File: src/rtl/mnd_pkg.sv
// Shared definitions for the M/N:D divider: control-word field positions
// and the counter-mode encoding. Assumes 32-bit MD and NS words.
package mnd_pkg;
    localparam int CW       = 8;   // counter and N-M field width
    localparam int PW       = 2;   // pre-divider field width
    localparam int SEL_W    = 3;   // source select width
    localparam int NS_NM_LO = 16;
    localparam int NS_MODE  = 5;
    localparam int NS_PRE   = 3;
    localparam int NS_SEL   = 0;
    localparam int NS_HOLD  = 7;
    localparam int NS_BRANCH = 9;
    localparam int NS_ROOT  = 11;
    localparam int MD_M_LO  = 16;
    localparam int MD_D_LO  = 0;

    typedef enum logic [1:0] {
        MODE_BYPASS  = 2'd0,
        MODE_SINGLE  = 2'd1,
        MODE_DUAL    = 2'd2,
        MODE_SINGLE2 = 2'd3
    } cnt_mode_e;
endpackage

File: src/rtl/mnd_en_seq.sv
// Root/branch enable sequencing. The root takes effect one edge after
// its request. The branch only turns on once the root has already been
// on for a cycle. Assumes requests are static register bits.
module mnd_en_seq (
    input  logic clk,
    input  logic rst_n,
    input  logic root_req,
    input  logic branch_req,
    input  logic hold_req,
    output logic active,
    output logic branch_on
);
    logic root_q;

    // Register root and branch state, with the branch gated by the prior root.
    always_ff @(posedge clk) begin
        if (!rst_n) begin
            root_q    <= 1'b0;
            branch_on <= 1'b0;
        end else begin
            root_q    <= root_req;
            branch_on <= branch_req & root_req & root_q;
        end
    end

    // Counter runs only with the root on and no hold request.
    always_comb active = root_q & ~hold_req;
endmodule

File: src/rtl/mnd_prediv.sv
// Source selection and integer pre-divider. Emits one pre_tick per
// (pdiv+1) ticks of the selected source. Assumes NUM_SRC <= 2**SEL_W;
// unimplemented selects never tick.
module mnd_prediv #(
    parameter int NUM_SRC = 8,
    parameter int SEL_W   = 3,
    parameter int PW      = 2
) (
    input  logic               clk,
    input  logic               rst_n,
    input  logic               active,
    input  logic [NUM_SRC-1:0] src_en,
    input  logic [SEL_W-1:0]   sel,
    input  logic [PW-1:0]      pdiv,
    output logic               pre_tick
);
    localparam int NPAD = 1 << SEL_W;

    logic [NPAD-1:0] src_pad;
    logic [PW-1:0]   pre_cnt;
    logic            tick;

    generate
        if (NUM_SRC < NPAD) begin : g_pad
            assign src_pad = {{(NPAD-NUM_SRC){1'b0}}, src_en};
        end else begin : g_full
            assign src_pad = src_en[NPAD-1:0];
        end
    endgenerate

    // Pick the selected source and detect the terminal pre-divider count.
    always_comb begin
        tick     = src_pad[sel];
        pre_tick = active & tick & (pre_cnt == pdiv);
    end

    // Count selected ticks, restarting from zero while inactive.
    always_ff @(posedge clk) begin
        if (!rst_n || !active)
            pre_cnt <= '0;
        else if (pre_tick)
            pre_cnt <= '0;
        else if (tick)
            pre_cnt <= pre_cnt + 1'b1;
    end
endmodule

File: src/rtl/mnd_mn_counter.sv
// M/N accumulator with duty compare and shadowed configuration.
// Settings are captured while inactive or at a period boundary (wrap, or
// every tick in bypass). Assumes pre_tick is only high while active.
module mnd_mn_counter
    import mnd_pkg::*;
#(
    parameter int W = 8
) (
    input  logic         clk,
    input  logic         rst_n,
    input  logic         active,
    input  logic         pre_tick,
    input  logic [W-1:0] m_in,
    input  logic [W-1:0] nm_inv_in,
    input  logic [W-1:0] d_inv_in,
    input  logic [1:0]   mode_in,
    output logic         out_raw,
    output logic [W-1:0] duty_cur,
    output logic         shadow_load
);
    logic [W-1:0] m_sh, n_sh, d_sh, acc;
    cnt_mode_e    mode_sh;
    logic         pre_q;
    logic [W:0]   sum, diff;
    logic         wrap, bypass, boundary;

    // Next accumulator value and period-boundary detection.
    always_comb begin
        sum      = {1'b0, acc} + {1'b0, m_sh};
        diff     = sum - {1'b0, n_sh};
        wrap     = (sum >= {1'b0, n_sh});
        bypass   = (mode_sh == MODE_BYPASS) || (n_sh == '0);
        boundary = pre_tick & (bypass | wrap);
        shadow_load = ~active | boundary;
    end

    // Advance the accumulator by M per divided tick, modulo N.
    always_ff @(posedge clk) begin
        if (!rst_n || !active) begin
            acc   <= '0;
            pre_q <= 1'b0;
        end else begin
            pre_q <= pre_tick;
            if (pre_tick && !bypass)
                acc <= wrap ? diff[W-1:0] : sum[W-1:0];
        end
    end

    // Capture M, N, D and mode only at safe points.
    always_ff @(posedge clk) begin
        if (!rst_n) begin
            m_sh    <= '0;
            n_sh    <= '0;
            d_sh    <= '0;
            mode_sh <= MODE_BYPASS;
        end else if (shadow_load) begin
            m_sh    <= m_in;
            n_sh    <= ~nm_inv_in + m_in;
            d_sh    <= ~d_inv_in;
            mode_sh <= cnt_mode_e'(mode_in);
        end
    end

    // Output level per counter mode.
    always_comb begin
        case (mode_sh)
            MODE_DUAL:   out_raw = bypass ? pre_q : (acc < d_sh);
            MODE_BYPASS: out_raw = pre_q;
            default:     out_raw = bypass ? pre_q : (acc < m_sh);
        endcase
        duty_cur = d_sh;
    end
endmodule

File: src/rtl/mnd_clk_div.sv
// Top of the M/N:D divider. Decodes the MD and NS control words, runs
// the enable sequencer, pre-divider and M/N counter, and gates the
// result with the branch enable. Sources are tick enables on clk.
module mnd_clk_div
    import mnd_pkg::*;
#(
    parameter int NUM_SRC = 8
) (
    input  logic               clk,
    input  logic               rst_n,
    input  logic [NUM_SRC-1:0] src_en,
    input  logic [31:0]        md_word,
    input  logic [31:0]        ns_word,
    output logic               div_out,
    output logic               running
);
    logic          active, branch_on, pre_tick, out_raw, shadow_load;
    logic [CW-1:0] duty_cur;
    logic          unused_bits;

    assign unused_bits = ^{md_word[31:24], md_word[15:8],
                           ns_word[31:24], ns_word[15:12], ns_word[10], ns_word[8]};

    mnd_en_seq u_seq (
        .clk        (clk),
        .rst_n      (rst_n),
        .root_req   (ns_word[NS_ROOT]),
        .branch_req (ns_word[NS_BRANCH]),
        .hold_req   (ns_word[NS_HOLD]),
        .active     (active),
        .branch_on  (branch_on)
    );

    mnd_prediv #(.NUM_SRC(NUM_SRC), .SEL_W(SEL_W), .PW(PW)) u_pre (
        .clk      (clk),
        .rst_n    (rst_n),
        .active   (active),
        .src_en   (src_en),
        .sel      (ns_word[NS_SEL +: SEL_W]),
        .pdiv     (ns_word[NS_PRE +: PW]),
        .pre_tick (pre_tick)
    );

    mnd_mn_counter #(.W(CW)) u_cnt (
        .clk         (clk),
        .rst_n       (rst_n),
        .active      (active),
        .pre_tick    (pre_tick),
        .m_in        (md_word[MD_M_LO +: CW]),
        .nm_inv_in   (ns_word[NS_NM_LO +: CW]),
        .d_inv_in    (md_word[MD_D_LO +: CW]),
        .mode_in     (ns_word[NS_MODE +: 2]),
        .out_raw     (out_raw),
        .duty_cur    (duty_cur),
        .shadow_load (shadow_load)
    );

    // Gate the divided level with the branch and the live counter state.
    always_comb begin
        div_out = branch_on & active & out_raw;
        running = branch_on;
    end
endmodule

File: config.mk
export PLATFORM = sky130hd
export DESIGN_NAME = mnd_clk_div
export DESIGN_NICKNAME = d
export VERILOG_FILES = /design/src/rtl/mnd_pkg.sv /design/src/rtl/mnd_en_seq.sv /design/src/rtl/mnd_prediv.sv /design/src/rtl/mnd_mn_counter.sv /design/src/rtl/mnd_clk_div.sv
export SDC_FILE = /design/constraint.sdc
export NUM_CORES = 1
export LEC_CHECK = 0
export ABC_AREA = 1
export BUFFER_PORTS_ARGS = -buffer_cell sky130_fd_sc_hd__buf_2
export CAP_MARGIN = 5
export CORE_MARGIN = 4
export CORE_UTILIZATION = 45
export CTS_CLUSTER_DIAMETER = 80
export DETAILED_ROUTE_END_ITERATION = 10
export PLACE_DENSITY = 0.73
export SLEW_MARGIN = 30
export SYNTH_ARGS = -nofsm -noshare
export SYNTH_HDL_FRONTEND = slang
export SYNTH_SLANG_ARGS = --single-unit
File: constraint.sdc
create_clock -name clk -period 3.1 [get_ports clk]
set_input_delay 0.155 -clock clk [delete_from_list [all_inputs] [get_ports clk]]
set_output_delay 0.155 -clock clk [all_outputs]
set_load 0.05 [all_outputs]
==> results of run 1 <==
[metrics by stage]
step	instance area [um^2]	setup TNS (ns)	hold slack [ns]	power (uW)	util, %
floorplan	3320	0	0.272	881	-
global placement	3690	0	0.359	980	51.1
detailed placement	3690	0	0.370	991	51.1
CTS	3770	0	0.0551	1340	52.3
global route	4060	-0.740	0.0642	1480	56.2
finish	4060	0	0.0600	1390	56.2
[metal layers]
metal / vias to the layer above / GRT usage (%) / part of all wire, % / wire, um
li1: 1729 / - / - / -
met1: 1468 / 24.0 / 45 / 3820
met2: 83 / 30.5 / 49 / 4160
met3: 10 / 2.32 / 4.7 / 400
met4: 0 / 4.45 / 1.6 / 139
met5: - / 0 / 0 / 0
[Yosys cell counts, drive strengths merged]
library cell,instances
clkbuf,4
a31oi,2
buf,10
nand2,116
a21o,2
fa,3
o21ai,11
a21boi,1
nor3b,2
a21oi,47
nor3,1
and2,1
nand4,6
nor2,67
or2,2
nand3,52
ha,38
xnor2,7
inv,90
a211oi,2
o21bai,2
xor2,8
dfxtp,39
[flip-flops by register name (all words and copies together) (netlist names), 2 cells and up]
signal and flops:
u_cnt.duty_cur 8, u_cnt.acc 8, u_cnt.mode_sh 2, u_pre.pre_cnt 2, u_cnt.m_sh 8, u_cnt.n_sh 8
[layout make-up]
| type | instances | area, um^2 |
|---|---|---|
| fillers | 693 | 3160 |
| clock inverters | 2 | 12.5 |
| flip-flops and latches | 39 | 786 |
| repair buffers | 65 | 460 |
| well taps | 99 | 124 |
| clock buffers | 6 | 72.6 |
| multi-input cells | 370 | 2260 |
| inverters | 90 | 338 |
[power by group through the flow]
stage          Combinational, uW  Clock [uW]  Sequential (uW)
5_1_grt                      552         384              546
3_5_place_dp                 436           0              555
4_1_cts                      439         359              543
3_3_place_gp                 427           0              554
2_1_floorplan                329           0              553
6_report                     492         358              544
[cell families (layout without fill, tap and decap cells)]
group | after synthesis | in the layout | synth area share [%]
adders and majority gates | 41 | 41 | 16.2
xor gates and xnor gates | 15 | 15 | 3.96
and+or+nand+nor | 247 | 247 | 32.4
AOI/OAI and AO/OA | 67 | 67 | 10.9
DFF | 39 | 39 | 23.5
buffers and inverters | 104 | 163 | 13.0
[repair_timing]
item / CTS / global route
endpoints found under the setup margin: 0 / 33
resized for setup: 0 / 30
buffers inserted: 0 / 4
hold buffers: 0 / 0
[worst min-delay path, stage by stage]
cell,delay (ns)
buf_2,0.07
nand2_1,0.06
inv_1,0.05
[final timing paths]
kind                                         to  slack [ns]  depth (start not counted)
worst min-delay path               u_seq.root_q        0.06                          3
worst max register to register    u_cnt.n_sh[2]        0.09                         18
worst min register to register  u_seq.branch_on        0.44                          2
worst max-delay path              u_cnt.n_sh[2]        0.09                         18
==> results.json, run 1 <==
{
  "outcome": "complete, no violations",
  "power_density_nw_per_um2": 344,
  "cpPeakStageDelay_ns": 0.36,
  "cts_tree": "built",
  "die-area_um2": 8810,
  "yosysTopAreaCell": "dfxtp_1",
  "synth_seq_cells": 39,
  "rr_startpoint": "u_cnt.m_sh[5]",
  "num_io_pins": 76,
  "hold_violations": 0,
  "avgSynthCellArea_um2": 6.46,
  "core_um2": 7210,
  "dp_cells": 655,
  "hp-class": "input pin to register",
  "track_usage_pct": 18.0,
  "final_cell_mix": "nand2_1, inv_1, nor2_1",
  "cp-end-kind": "register",
  "max-slew-margin-rel_pct": 65.3,
  "syn-cell-area_um2": 3320,
  "grt_max_degree": 55,
  "setup_viol": 0,
  "antenna_found_initial": 0,
  "start_kind": "register",
  "syn_nets": 628,
  "vias": 3290,
  "drive_gt1_share_pct": 20.3,
  "min_period_over_period_pct": 97.2,
  "dp_hpwl_um": 6190,
  "routedWlPerCell_um": 12.7,
  "critPathKind": "register to register",
  "layout_commonest_cell": "nand2_1",
  "clk_transition_reported_paths_ns": 0.08,
  "cellLeakagePower_uw": 0.00216,
  "die_width_um": 93.8,
  "area_delta_synth_final_pct": 22.3,
  "p_int_uw": 888,
  "p_switching_uw": 506,
  "clock_path_buffers": 2,
  "fin_ws_ns": 0.0872,
  "crit_family": "simple AND/OR/NAND/NOR gates",
  "cts-root-buf": "clkbuf_8",
  "finalMaxSlewViolations": 0,
  "rows": 31,
  "critPathSlowestCell": "ha_1",
  "grt_pass1_vias": 2878,
  "ys_seq_area_share_pct": 23.5,
  "drt-total-wl_um": 8520,
  "post-place-ws_ns": 0.0557,
  "finalCriticalPeriod_ns": 3.01,
  "gp_congestion": 0.930,
  "critPathArrivalTime_ns": 3.20,
  "fp.dieH_um": 93.8,
  "clock.fmax_mhz": 332,
  "yosys_warnings": 0,
  "switching_share_pct": 36.3,
  "finalClockSkew_ns": 0.00568,
  "synth_top_area_share_pct": 23.5,
  "vdd_drop_max_v": 0.000193,
  "first_iter_violations": 185,
  "grt_overflow": 0,
  "nets": 686,
  "vias_per_cell": 4.90,
  "cts.sinks": 39,
  "combPwrFrac_pct": 35.3,
  "drc": 0,
  "worstPathMaxFanout": 8,
  "n_antenna_cell": 0,
  "clock_latency_ns": 0.30,
  "stdcell_count": 671,
  "synthTopCellsByArea": "dfxtp_1, ha_1, nand2_1, inv_1, nand3_1",
  "worst_slew_pin_slew_ns": 0.520,
  "cp_cell_sequence": "inv_1 -> ha_1 -> nor2_1 -> and2_1 -> nand2_1 -> nand3_1 -> nand2_1 -> ha_4 -> nor2_1 -> o21ai_0 -> o21bai_1 -> nor2_4 -> nand3_4 -> nand2_8 -> clkbuf_16 -> nand3_1 -> nand2_1 -> nor2_1",
  "cp.required_ns": 3.29,
  "hold_start": "ns_word[11]",
  "clockPowerShare_pct": 25.6,
  "path_buf_inv": 2,
  "grt_pass1_wl_um": 12800,
  "initial_utilization_pct": 46.0,
  "drv_cap": 0,
  "startpoint": "u_cnt.m_sh[5]",
  "ys_types": 31,
  "portBuffers": 45,
  "seq_power_share_pct": 39.0,
  "drt-pass1-iter-count": 4,
  "ant_nets": 0,
  "htreeDepth": 2,
  "syn_inst": 513,
  "cts_buffers": 5
}
Note: power is estimated with default switching activity, not from simulation.
==> run 2, diff against run 1 <==
--- a/config.mk
+++ b/config.mk
@@ -14,2 +14,3 @@
 export DETAILED_ROUTE_END_ITERATION = 10
+export HOLD_SLACK_MARGIN = 0.08
 export PLACE_DENSITY = 0.73
--- a/constraint.sdc
+++ b/constraint.sdc
@@ -3,2 +3,2 @@
 set_output_delay 0.155 -clock clk [all_outputs]
-set_load 0.05 [all_outputs]
+set_load 0.01 [all_outputs]
==> run 2 against run 1 <==
Worst hold slack improved by 0.050 ns. Clock power barely moved. Design area rose by 0.99%. Cell count grew 0.60%. Sequential share of layout area is 0.19 points lower. Wire length up 0.74%. Critical path depth stayed put. Flip-flop and latch count did not move. Fmax up 0.13%. Critical endpoint unchanged. Largest power group unchanged. Highest routed layer unchanged.
==> results.json, run 2 (synthesized netlist as in run 1, its figures left out) <==
{
  "outcome": "complete, no violations",
  "clock_path_buffers": 2,
  "rrSetupSlack_ns": 0.09,
  "cp.required_ns": 3.29,
  "grt_pass1_vias": 2940,
  "max-slew-margin-rel_pct": 65.2,
  "die-area_um2": 8810,
  "dp_hpwl_um": 6190,
  "cts_buffers": 5,
  "num_io_pins": 76,
  "stdcell_count": 675,
  "power_density_nw_per_um2": 341,
  "cp-end-kind": "register",
  "drc": 0,
  "clk_transition_reported_paths_ns": 0.08,
  "antenna_found_initial": 0,
  "dp_cells": 655,
  "gp_congestion": 0.930,
  "n_antenna_cell": 0,
  "worst_slew_pin_slew_ns": 0.522,
  "die_width_um": 93.8,
  "hold_violations": 0,
  "vias": 3327,
  "clock_latency_ns": 0.30,
  "final_cell_mix": "nand2_1, inv_1, nor2_1",
  "worstPathMaxFanout": 8,
  "area_delta_synth_final_pct": 23.5,
  "drive_gt1_share_pct": 20.1,
  "initial_utilization_pct": 46.0,
  "setup_viol": 0,
  "min_period_over_period_pct": 97.1,
  "htreeDepth": 2,
  "path_buf_inv": 2,
  "hp-class": "input pin to register",
  "cts_tree": "built",
  "finalHoldWorstSlack_ns": 0.110,
  "finalCriticalPeriod_ns": 3.01,
  "utilization_pct": 56.8,
  "drv_cap": 0,
  "cpPeakStageDelay_ns": 0.36,
  "drt-total-wl_um": 8580,
  "nets": 690,
  "cts-root-buf": "clkbuf_8",
  "vdd_drop_max_v": 0.000192,
  "rows": 31,
  "track_usage_pct": 18.2,
  "first_iter_violations": 199,
  "finalMaxSlewViolations": 0,
  "core_um2": 7210,
  "cellLeakagePower_uw": 0.00218,
  "cp_cell_sequence": "inv_1 -> ha_1 -> nor2_1 -> and2_1 -> nand2_1 -> nand3_1 -> nand2_1 -> ha_4 -> nor2_1 -> o21ai_0 -> o21bai_1 -> nor2_4 -> nand3_4 -> nand2_8 -> clkbuf_16 -> nand3_1 -> nand2_1 -> nor2_1",
  "postLayoutCellArea_um2": 4100,
  "grt_pass1_wl_um": 13000,
  "cts.sinks": 39,
  "ant_nets": 0,
  "routedWlPerCell_um": 12.7,
  "vias_per_cell": 4.93,
  "drt-pass1-iter-count": 4,
  "critPathSlowestCell": "ha_1",
  "clock.fmax_mhz": 332,
  "grt_overflow": 0,
  "portBuffers": 45,
  "start_kind": "register",
  "crit_family": "simple AND/OR/NAND/NOR gates",
  "grt_max_degree": 55,
  "dpl-instance-area_um2": 3690,
  "finalClockSkew_ns": 0.00571,
  "fp.dieH_um": 93.8,
  "critPathArrivalTime_ns": 3.20,
  "critPathKind": "register to register",
  "layout_commonest_cell": "nand2_1"
}
-- run 2: cell count changes in the layout (fill, tap and decap cells not counted), sizes merged --
cell / change
dlygate4sd3: +4
-- run 2: per-stage QoR --
| step | worst slack [ns] | power [uW] | setup TNS (ns) |
|---|---|---|---|
| floorplan | 0.399 | 881 | 0 |
| global placement | 0.0975 | 980 | 0 |
| detailed placement | 0.0557 | 990 | 0 |
| CTS | 0.0264 | 1340 | 0 |
| global route | -0.0500 | 1490 | -0.740 |
| finish | 0.0911 | 1400 | 0 |
-- run 2: layout make-up --
| class | count | area, um^2 |
|---|---|---|
| sequential | 39 | 786 |
| inverter | 90 | 338 |
| clock inverter | 2 | 12.5 |
| timing repair buffer | 69 | 500 |
| fill | 687 | 3120 |
| clock buffer | 6 | 72.6 |
| tap | 99 | 124 |
| multi-input combinational | 370 | 2260 |
-- run 2: what timing repair did --
item,4_1_cts,5_1_grt
hold buffers,4,0
hold endpoints to repair,4,0
setup buffers,0,4
resized for setup,0,30
endpoints found under the setup margin,0,33
-- run 2: worst min-delay path, delay by kind of cell --
kind | cells | cell delay, ns
simple gates | 1 | 0.08
compound gates | 1 | 0.04
buf+inv | 1 | 0.10
-- run 2: report_power, final --
part           switching, uW  internal (uW)
combinational            295            202
sequential              12.6            532
clock                    199            158
total                    507            891
-- run 2: final timing paths --
check	endpoint	cells after the start	startpoint
worst max-delay path	u_cnt.n_sh[2]	18	u_cnt.m_sh[5]
worst min register to register	u_seq.branch_on	2	u_seq.root_q
worst max register to register	u_cnt.n_sh[2]	18	u_cnt.m_sh[5]
worst min-delay path	u_cnt.m_sh[7]	3	md_word[23]
-- run 2: metal layers --
metal  share of wire [%]  track usage, %
met1                  45            24.3
met2                  49            31.1
met3                 4.9            2.32
met4                 1.6            4.45
met5                   0               0
==> run 3, diff against run 2 <==
PLACE_DENSITY = not set   (was 0.73)
PLACE_DENSITY_LB_ADDON = 0.08   (was not set)
clock period = 2.5 ns   (was 3.1 ns; I/O delays follow)
==> run 3 against run 2 <==
The run now ends with setup timing left. Flip-flop and latch count unchanged. Die area unchanged. Combinational power grew 79%. Utilization increased by 13 points. Worst setup slack got worse by 0.42 ns. Clock skew is 0.0040 ns higher. Critical path type unchanged. Largest cell class unchanged. Highest routed layer unchanged.
==> results.json, run 3 (synthesized netlist as in run 1, its figures left out) <==
{
  "cts-root-buf": "clkbuf_8",
  "finalCriticalPeriod_ns": 2.83,
  "cp.required_ns": 2.68,
  "drt-pass1-iter-count": 5,
  "combPwrFrac_pct": 44.6,
  "cp-end-kind": "register",
  "fp.dieH_um": 93.8,
  "r2r_end": "u_cnt.m_sh[0]",
  "holdPathStages": 3,
  "setup_viol": 34,
  "die-area_um2": 8810,
  "clock_latency_ns": 0.30,
  "cellLeakagePower_uw": 0.00257,
  "die_width_um": 93.8,
  "stdcell_count": 732,
  "routedWlPerCell_um": 14.1,
  "fillers": 613,
  "cpPeakStageDelay_ns": 0.37,
  "p_int_uw": 1250,
  "clk_transition_reported_paths_ns": 0.08,
  "finalHoldWorstSlack_ns": 0.103,
  "worstPathMaxFanout": 6,
  "rr_startpoint": "u_cnt.acc[0]",
  "worst_slew_pin_slew_ns": 0.513,
  "area_delta_synth_final_pct": 50.8,
  "first_iter_violations": 270,
  "critPathSlowestCell": "fa_2",
  "drc": 0,
  "outcome": "complete, but fails checks",
  "gp_congestion": 0.868,
  "finalClockSkew_ns": 0.00974,
  "htreeDepth": 2,
  "hp-class": "input pin to register",
  "portBuffers": 45,
  "track_usage_pct": 23.0,
  "p_switching_uw": 753,
  "vdd_drop_max_v": 0.000283,
  "cp_cell_sequence": "ha_4 -> fa_2 -> nand3_2 -> nand2_4 -> nand2_4 -> nand2_2 -> nand2_2 -> nand2_2 -> inv_2 -> ha_4 -> nand2_1 -> nand2_1 -> a21oi_2 -> nand2_2 -> nand2_4 -> nand3_4 -> nand2_8 -> clkbuf_16 -> nand3_2 -> nand2_1 -> nor2_1",
  "fin_ws_ns": -0.333,
  "path_buf_inv": 2,
  "cts.sinks": 39,
  "grt_pass1_wl_um": 16000,
  "initial_utilization_pct": 46.0,
  "cts_tree": "built",
  "layout_commonest_cell": "nand2_1",
  "switching_share_pct": 37.7,
  "final_cell_mix": "nand2_1, inv_1, buf_4",
  "drive_gt1_share_pct": 40.9,
  "rrSetupSlack_ns": -0.33,
  "seq_power_share_pct": 33.7,
  "antenna_found_initial": 0,
  "dp_cells": 703,
  "nets": 748,
  "vias": 3631,
  "clockPowerShare_pct": 21.7,
  "n_antenna_cell": 0,
  "grt_overflow": 0,
  "drt-total-wl_um": 10300,
  "num_io_pins": 76,
  "rows": 31,
  "hold_start": "md_word[20]",
  "cp_num_cells": 21,
  "core_um2": 7210,
  "vias_per_cell": 4.96,
  "grt_max_degree": 42,
  "power_density_nw_per_um2": 400,
  "finalMaxSlewViolations": 0,
  "crit_top_cell": "nand2_2",
  "rsz0062_at_grt": "true",
  "max-slew-margin-rel_pct": 65.8,
  "hold_violations": 0,
  "register_area_um2": 798,
  "violations": "setup timing",
  "critPathArrivalTime_ns": 3.02,
  "clock.fmax_mhz": 353,
  "critPathKind": "register to register",
  "clock_path_buffers": 2,
  "drv_cap": 0,
  "multi_input_area_um2": 2720,
  "start_kind": "register",
  "hold_path_end": "u_cnt.m_sh[4]",
  "reg2reg_depth": 21,
  "crit_family": "simple AND/OR/NAND/NOR gates",
  "ant_nets": 0,
  "min_period_over_period_pct": 113,
  "cts_buffers": 5,
  "grt_pass1_vias": 3409,
  "dp_hpwl_um": 7110
}
run 3: tightest hold or removal path: cells and delay by family:
family,cells,cell delay [ns]
buf+inv,1,0.10
compound gates,1,0.04
simple gates,1,0.09
run 3: per-stage QoR:
stage                     util, %  setup TNS (ns)  power (uW)  setup WS [ns]  cell area, um^2
after floorplan                 -               0        1110       0.000438             3380
after global placement       56.9           -9.00        1330         -0.368             4100
after detailed placement     56.9          -10.52        1340         -0.436             4100
after CTS                    64.3           -4.51        1900         -0.179             4640
after global routing         69.3          -12.91        2130         -0.433             5000
final                        69.3           -9.17        2000         -0.333             5000
run 3: layout make-up:
type / count / share of cell area (%)
sequential: 39 / 16.0
clock inverter: 2 / 0.275
multi-input combinational: 371 / 54.3
inverter: 90 / 7.06
timing repair buffer: 126 / 18.5
clock buffer: 5 / 1.38
tap: 99 / 2.48
run 3: timing repair:
| item | CTS | global route |
|---|---|---|
| cloned | 2 | 1 |
| pin swaps | 17 | 45 |
| hold buffers | 7 | 0 |
| endpoints found under the hold margin | 7 | 0 |
| resized for setup | 68 | 73 |
| setup endpoints to repair | 34 | 34 |
| buffers inserted | 5 | 7 |
run 3: metal layers:
layer  part of all wire, %  GRT usage (%)
met4                   3.0           6.50
met2                    49           39.7
met5                     0              0
met3                   3.8           3.93
met1                    44           29.2
run 3: how the worst max path moves through the flow:
stage | startpoint | end | slack [ns]
2_1_floorplan | u_cnt.m_sh[0] | u_cnt.n_sh[7] | 0.0004
3_3_place_gp | u_cnt.acc[1] | u_cnt.acc[5] | -0.37
3_5_place_dp | u_cnt.m_sh[6] | u_cnt.acc[2] | -0.44
4_1_cts | u_cnt.m_sh[0] | u_cnt.n_sh[0] | -0.18
5_1_grt | u_cnt.acc[0] | u_cnt.m_sh[0] | -0.43
6_report | u_cnt.acc[0] | u_cnt.m_sh[0] | -0.33
run 3: power by group through the flow:
stage | Clock [uW] | Combinational, uW | Sequential [uW]
after floorplan | 0 | 420 | 685
after global placement | 0 | 642 | 687
after detailed placement | 0 | 651 | 688
after CTS | 445 | 785 | 674
after global routing | 477 | 976 | 677
final | 434 | 891 | 674
